==> src/rtl/nand_ecc_pkg.sv <==
package nand_ecc_pkg;
  typedef enum logic [1:0] {
    REG_CTRL = 2'd0,
    REG_SIZE = 2'd1,
    REG_CFG  = 2'd2
  } reg_sel_e;

  localparam int CLR_BIT   = 8;
  localparam int SLOT_W    = 4;
  localparam logic [SLOT_W-1:0] SLOT_CODE = 4'd1;
  localparam int SIZE_LSB  = 22;
  localparam int EN_BIT    = 0;
  localparam int CS_LSB    = 1;
  localparam int WIDE_BIT  = 7;
  localparam int ODD_LSB   = 16;
  localparam int COL_W     = 3;
endpackage

==> src/rtl/nand_ecc_regs.sv <==
module nand_ecc_regs
  import nand_ecc_pkg::*;
#(
  parameter int SZ_W = 8,
  parameter int CS_W = 3
) (
  input  logic            clk_i,
  input  logic            rst_ni,
  input  logic            we_i,
  input  logic [1:0]      sel_i,
  input  logic [31:0]     wdata_i,
  output logic            clr_o,
  output logic            armed_o,
  output logic            en_o,
  output logic            wide_o,
  output logic [CS_W-1:0] cs_o,
  output logic [SZ_W-1:0] size_o
);
  logic wr_ctrl, wr_size, wr_cfg;
  logic unused_wdata;

  assign wr_ctrl = we_i && (sel_i == REG_CTRL);
  assign wr_size = we_i && (sel_i == REG_SIZE);
  assign wr_cfg  = we_i && (sel_i == REG_CFG);
  assign clr_o   = wr_ctrl && wdata_i[CLR_BIT];
  assign unused_wdata = ^wdata_i;

  always_ff @(posedge clk_i or negedge rst_ni) begin
    if (!rst_ni) begin
      armed_o <= 1'b0;
      en_o    <= 1'b0;
      wide_o  <= 1'b0;
      cs_o    <= '0;
      size_o  <= '0;
    end else begin
      if (wr_ctrl) armed_o <= (wdata_i[SLOT_W-1:0] == SLOT_CODE);
      if (wr_size) size_o  <= wdata_i[SIZE_LSB +: SZ_W];
      if (wr_cfg) begin
        en_o   <= wdata_i[EN_BIT];
        wide_o <= wdata_i[WIDE_BIT];
        cs_o   <= wdata_i[CS_LSB +: CS_W];
      end
    end
  end
endmodule

==> src/rtl/nand_ecc_byte_par.sv <==
module nand_ecc_byte_par
  import nand_ecc_pkg::*;
#(
  parameter int LINE_W = 9,
  localparam int PAR_W = COL_W + LINE_W
) (
  input  logic [7:0]        byte_i,
  input  logic [LINE_W-1:0] idx_i,
  output logic [PAR_W-1:0]  ev_o,
  output logic [PAR_W-1:0]  od_o
);
  logic [COL_W-1:0]  col_ev, col_od;
  logic [LINE_W-1:0] line_ev, line_od;
  logic              byte_par;

  function automatic logic [7:0] col_mask(input int j);
    logic [7:0] m;
    for (int b = 0; b < 8; b++) m[b] = (((b >> j) & 1) == 0);
    return m;
  endfunction

  always_comb begin
    for (int j = 0; j < COL_W; j++) begin
      col_ev[j] = ^(byte_i & col_mask(j));
      col_od[j] = ^(byte_i & ~col_mask(j));
    end
  end

  assign byte_par = ^byte_i;

  for (genvar j = 0; j < LINE_W; j++) begin : g_line
    assign line_ev[j] = byte_par & ~idx_i[j];
    assign line_od[j] = byte_par &  idx_i[j];
  end

  assign ev_o = {line_ev, col_ev};
  assign od_o = {line_od, col_od};
endmodule

==> src/rtl/nand_ecc_core.sv <==
module nand_ecc_core
  import nand_ecc_pkg::*;
#(
  parameter int SZ_W = 8,
  parameter int CS_W = 3,
  localparam int LINE_W = SZ_W + 1,
  localparam int PAR_W  = COL_W + LINE_W,
  localparam int CNT_W  = LINE_W + 1
) (
  input  logic            clk_i,
  input  logic            rst_ni,
  input  logic            clr_i,
  input  logic            armed_i,
  input  logic            en_i,
  input  logic            wide_i,
  input  logic [CS_W-1:0] cs_cfg_i,
  input  logic [SZ_W-1:0] size_i,
  input  logic            vld_i,
  input  logic [CS_W-1:0] cs_i,
  input  logic [15:0]     dat_i,
  output logic [31:0]     res_o
);
  logic [PAR_W-1:0]  ev_q, od_q, lo_ev, lo_od, hi_ev, hi_od, ev_nx, od_nx;
  logic [CNT_W-1:0]  cnt_q, cnt_nx, total, step;
  logic [LINE_W-1:0] idx_lo, idx_hi;
  logic              done_q, take, last;
  logic [31:0]       res_q, res_nx;

  assign idx_lo = cnt_q[LINE_W-1:0];
  assign idx_hi = idx_lo + 1'b1;

  nand_ecc_byte_par #(.LINE_W(LINE_W)) u_lo (
    .byte_i(dat_i[7:0]), .idx_i(idx_lo), .ev_o(lo_ev), .od_o(lo_od)
  );
  nand_ecc_byte_par #(.LINE_W(LINE_W)) u_hi (
    .byte_i(dat_i[15:8]), .idx_i(idx_hi), .ev_o(hi_ev), .od_o(hi_od)
  );

  // Sector bytes = 2 * (field + 1)
  assign total  = CNT_W'({size_i, 1'b0}) + CNT_W'(2);
  assign step   = wide_i ? CNT_W'(2) : CNT_W'(1);
  assign cnt_nx = cnt_q + step;
  assign last   = (cnt_nx >= total);
  assign take   = vld_i && en_i && armed_i && (cs_i == cs_cfg_i) && !done_q;

  assign ev_nx = ev_q ^ lo_ev ^ (wide_i ? hi_ev : '0);
  assign od_nx = od_q ^ lo_od ^ (wide_i ? hi_od : '0);

  always_comb begin
    res_nx = '0;
    res_nx[PAR_W-1:0]           = ev_nx;
    res_nx[ODD_LSB +: PAR_W]    = od_nx;
  end

  always_ff @(posedge clk_i or negedge rst_ni) begin
    if (!rst_ni) begin
      ev_q   <= '0;
      od_q   <= '0;
      cnt_q  <= '0;
      done_q <= 1'b0;
      res_q  <= '0;
    end else if (clr_i) begin
      ev_q   <= '0;
      od_q   <= '0;
      cnt_q  <= '0;
      done_q <= 1'b0;
    end else if (take) begin
      ev_q  <= ev_nx;
      od_q  <= od_nx;
      cnt_q <= cnt_nx;
      if (last) begin
        done_q <= 1'b1;
        res_q  <= res_nx;
      end
    end
  end

  assign res_o = res_q;

  p_clear_r3: assert property (@(posedge clk_i) disable iff (!rst_ni)
    clr_i |=> (cnt_q == '0 && !done_q && ev_q == '0 && od_q == '0));
  p_idle_slot_r3: assert property (@(posedge clk_i) disable iff (!rst_ni)
    (!armed_i && !clr_i) |=> ($stable(ev_q) && $stable(od_q) && $stable(cnt_q)));
  p_cs_filter_r8: assert property (@(posedge clk_i) disable iff (!rst_ni)
    (vld_i && cs_i != cs_cfg_i && !clr_i) |=> ($stable(cnt_q) && $stable(res_q)));
  p_hold_r9: assert property (@(posedge clk_i) disable iff (!rst_ni)
    (done_q && !clr_i) |=> (done_q && $stable(res_q) && $stable(cnt_q)));
  p_disabled_r12: assert property (@(posedge clk_i) disable iff (!rst_ni)
    (!en_i && !clr_i) |=> ($stable(cnt_q) && $stable(res_q)));
  p_pad_zero_r11: assert property (@(posedge clk_i) disable iff (!rst_ni)
    (res_q[15:12] == 4'd0 && res_q[31:28] == 4'd0));
endmodule

==> src/rtl/nand_ecc_acc.sv <==
module nand_ecc_acc
  import nand_ecc_pkg::*;
#(
  parameter int SZ_W = 8,
  parameter int CS_W = 3
) (
  input  logic            clk_i,
  input  logic            rst_ni,
  input  logic            reg_we_i,
  input  logic [1:0]      reg_sel_i,
  input  logic [31:0]     reg_wdata_i,
  input  logic            dat_vld_i,
  input  logic [CS_W-1:0] dat_cs_i,
  input  logic [15:0]     dat_i,
  output logic [31:0]     res_o
);
  logic            clr, armed, en, wide;
  logic [CS_W-1:0] cs_cfg;
  logic [SZ_W-1:0] size;

  nand_ecc_regs #(.SZ_W(SZ_W), .CS_W(CS_W)) u_regs (
    .clk_i(clk_i), .rst_ni(rst_ni), .we_i(reg_we_i), .sel_i(reg_sel_i),
    .wdata_i(reg_wdata_i), .clr_o(clr), .armed_o(armed), .en_o(en),
    .wide_o(wide), .cs_o(cs_cfg), .size_o(size)
  );

  nand_ecc_core #(.SZ_W(SZ_W), .CS_W(CS_W)) u_core (
    .clk_i(clk_i), .rst_ni(rst_ni), .clr_i(clr), .armed_i(armed), .en_i(en),
    .wide_i(wide), .cs_cfg_i(cs_cfg), .size_i(size), .vld_i(dat_vld_i),
    .cs_i(dat_cs_i), .dat_i(dat_i), .res_o(res_o)
  );
endmodule

==> config.mk <==
export PLATFORM = sky130hd
export DESIGN_NAME = nand_ecc_acc
export DESIGN_NICKNAME = d
export VERILOG_FILES = /design/src/rtl/nand_ecc_pkg.sv /design/src/rtl/nand_ecc_regs.sv /design/src/rtl/nand_ecc_byte_par.sv /design/src/rtl/nand_ecc_core.sv /design/src/rtl/nand_ecc_acc.sv
export SDC_FILE = /design/constraint.sdc
export NUM_CORES = 1
export LEC_CHECK = 0
export BUFFER_PORTS_ARGS = -buffer_cell sky130_fd_sc_hd__buf_4
export CORE_MARGIN = 10
export CORE_UTILIZATION = 45
export CTS_CLUSTER_DIAMETER = 30
export CTS_CLUSTER_SIZE = 28
export DETAILED_ROUTE_END_ITERATION = 7
export PLACE_DENSITY = 0.78
export SYNTH_ARGS = -nofsm -noshare
export SYNTH_HDL_FRONTEND = slang
export SYNTH_HIERARCHICAL = 1
export SYNTH_SLANG_ARGS = --single-unit
export TNS_END_PERCENT = 100
==> constraint.sdc <==
create_clock -name clk_i -period 4.4 [get_ports clk_i]
set_input_delay 0.88 -clock clk_i [delete_from_list [all_inputs] [get_ports clk_i]]
set_output_delay 0.88 -clock clk_i [all_outputs]
set_load 0.03 [all_outputs]
==> results_dict.tcl <==
set metrics [dict create \
    status "finished, final reports clean" \
    worstPathArrival_ns 4.07 \
    via_count 3431 \
    cts_setup_buffers 0 \
    drv_slew 0 \
    netlist-cell-type-count 43 \
    grt_max_degree 74 \
    netlist.area_leader.share_pct 38.3 \
    clkTransAtPathRegs_ns 0.08 \
    slew_headroom_pct 38.7 \
    wl_mm 10.1 \
    cap_viol_max_count 0 \
    clockRootBuffer "clkbuf_8" \
    core-area_um2 10300 \
    cts_buffer_depth 2 \
    row_count 37 \
    hold_start "u_core/done_q$_DFFE_PN0P_" \
    first_iter_violations 151 \
    die-area_um2 15100 \
    path_class "flop to flop" \
    cts_inserted_buffers 9 \
    firstDrtPassIters 4 \
    final_nets 621 \
    holdWs_ns 0.488 \
    finalHoldViolations 0 \
    die_w_um 123 \
    worstPathMaxFanout 15 \
    finalClockSkew_ns 0.00876 \
    antenna_cells 0 \
    antenna_left 0 \
    synth_largest_area_cell "dfrtp_1" \
    fmax_mhz 262 \
    p_leak_nw 2.54 \
    synth.area.top_cells "dfrtp_1, xnor2_1, nor2_1" \
    rr_startpoint "u_regs/wide_o$_DFFE_PN0P_" \
    hold_buffers 0 \
    layout_min_cycle_time_ns 3.82 \
    antenna_found_initial 0 \
    required_ns 4.64 \
    grt_setup_unrepaired "no" \
    drc 0 \
    grt_overflow_total 0 \
    vias_per_cell 4.97 \
    areaGrowthSynthToFinish_pct 16.0 \
    routabilityCongestion 0.845 \
    drive_gt1_share_pct 21.7 \
    die_y_um 123 \
    worst_slew_pin_slew_ns 0.919 \
    first_global_vias 3626 \
    syn-mean-instance-area_um2 9.69 \
    clkLatencyLatePin_ns 0.35 \
    start_kind "flop" \
    yosysWarnings 6 \
    start_util_pct 46.2 \
    fin_setup_tns_ns 0 \
    vdd_ir_drop_max_mv 0.195 \
    finalCritPeriodShare_pct 86.9 \
    hpwlAfterDp_mm 7.36 \
    syn_inst 492 \
    grt_usage_pct 13.8 \
    seq_area_frac_synth_pct 38.3 \
    setup_viol 0 \
    power_density_nw_per_um2 335 \
    hold_path_class "flop to flop" \
    htree_levels 3 \
    numPortBuffers 62 \
    io_pins 89 \
    clock_sinks 73 \
    post_cts_resized 0 \
    cp-end-kind "flop" \
    synth_seq_cells 73 \
    startpoint "u_regs/wide_o$_DFFE_PN0P_" \
    syn_area_um2 4770 \
    grt_first_pass_wirelength_mm 17.2 \
    wl_per_cell_um 14.6 \
    cts_tree "yes" \
]
[metrics by stage]
stage | instance area (um^2) | cells | setup slack (ns) | power [mW] | util [%]
floorplan | 4790 | 499 | 0.491 | 1.14 | -
global placement | 5310 | 675 | 0.687 | 1.26 | 51.5
detailed placement | 5310 | 675 | 0.583 | 1.28 | 51.5
CTS | 5530 | 690 | 0.562 | 1.87 | 53.6
global route | 5530 | 690 | 0.318 | 1.97 | 53.6
finish | 5530 | 690 | 0.578 | 1.85 | 53.6
[layer usage]
layer / track usage [%] / share of wire, %
met4: 4.57 / 1.2
met1: 16.5 / 42
met2: 24.3 / 52
met3: 2.87 / 5.6
met5: 0 / 0
[state kept, by name (all words and copies together) (netlist names)]
register	count
u_core/cnt_q	10
u_core/ev_q	12
u_regs/en_o	1
u_regs/armed_o	1
u_core/od_q	12
u_core/res_o	24
u_regs/cs_o	3
u_regs/size_o	8
u_core/done_q	1
u_regs/wide_o	1
[final cells by class]
| type | count | area (um^2) |
|---|---|---|
| fill | 951 | 4790 |
| multi-input combinational | 375 | 2720 |
| sequential | 73 | 1830 |
| timing repair buffer | 67 | 503 |
| tap | 136 | 170 |
| clock buffer | 10 | 138 |
| inverter | 24 | 90.1 |
| clock inverter | 5 | 80.1 |
[path summary, 6_finish.rpt]
kind | end | slack (ns) | cells past startpoint
min reg2reg | u_core/done_q$_DFFE_PN0P_ | 0.49 | 1
max | u_core/res_o[4]$_DFFE_PN0P_ | 0.58 | 13
min in group asynchronous | u_core/res_o[20]$_DFFE_PN0P_ | 0.65 | 1
min | u_core/done_q$_DFFE_PN0P_ | 0.49 | 1
max reg2reg | u_core/res_o[4]$_DFFE_PN0P_ | 0.58 | 13
max in group asynchronous | u_core/ev_q[5]$_DFFE_PN0P_ | 3.13 | 1
[kinds of logic after synthesis]
family,Yosys count,share of synthesized area (%)
compound gates,53,6.22
xor+xnor,109,21.3
fa+ha+maj,14,3.83
buf+inv,51,5.14
flops,73,38.3
mux,39,9.13
other cells,1,0.0786
simple gates,152,16.0
[layout by cell type, fill, tap and decap left out, types with 2 or more instances in the layout]
master and instances:
bufinv_16 2, clkinvlp_4 2, xor2_2 2, inv_1 24, ha_1 13, a21o_1 3, nand4_1 4, xor2_1 26
clkbuf_8 10, nand2_1 33, buf_4 67, dfrtp_1 73, nor2_1 61, a21oi_1 33, or3_1 13, nand3_1 6
nand3b_4 2, mux2_2 19, xnor2_1 75, mux2i_1 15, conb_1 8, nor3_1 4, and2_1 20, mux2_4 4
xnor2_2 6, o21ai_0 13, nand4_2 2
[where the power goes]
part | switching [mW] | internal (mW) | leakage [nW] | total, mW
Clock | 0.254 | 0.330 | 0.104 | 0.584
Sequential | 0.0375 | 0.702 | 0.918 | 0.739
Combinational | 0.300 | 0.228 | 1.51 | 0.528
[Yosys cell counts, drive strengths merged]
cell    number
and4b        1
or4          1
nand3        6
nand3b       2
conb         1
nand2b       1
nor4b        1
and2        20
dfrtp       73
o21ai       13
nor3         4
a31oi        2
mux2        24
xnor2       81
buf         15
xor2        28
fa           1
clkbuf      12
nand2       33
nand4        6
ha          13
nor2        61
mux2i       15
a21o         3
or3         13
nor3b        1
nor4         1
o21a         1
inv         24
a211o        1
a21oi       33
and4         1
[worst max-delay path: stages (launching register included)]
cell     delay [ns]
dfrtp_1        0.67
inv_1          0.10
ha_1           0.25
fa_1           0.42
nand2_1        0.22
nor2_1         0.08
xnor2_1        0.15
ha_1           0.31
nand2_1        0.07
o21a_1         0.23
a211o_1        0.33
a31oi_4        0.18
buf_4          0.31
mux2_2         0.37
(Power assumes the default switching activity.)
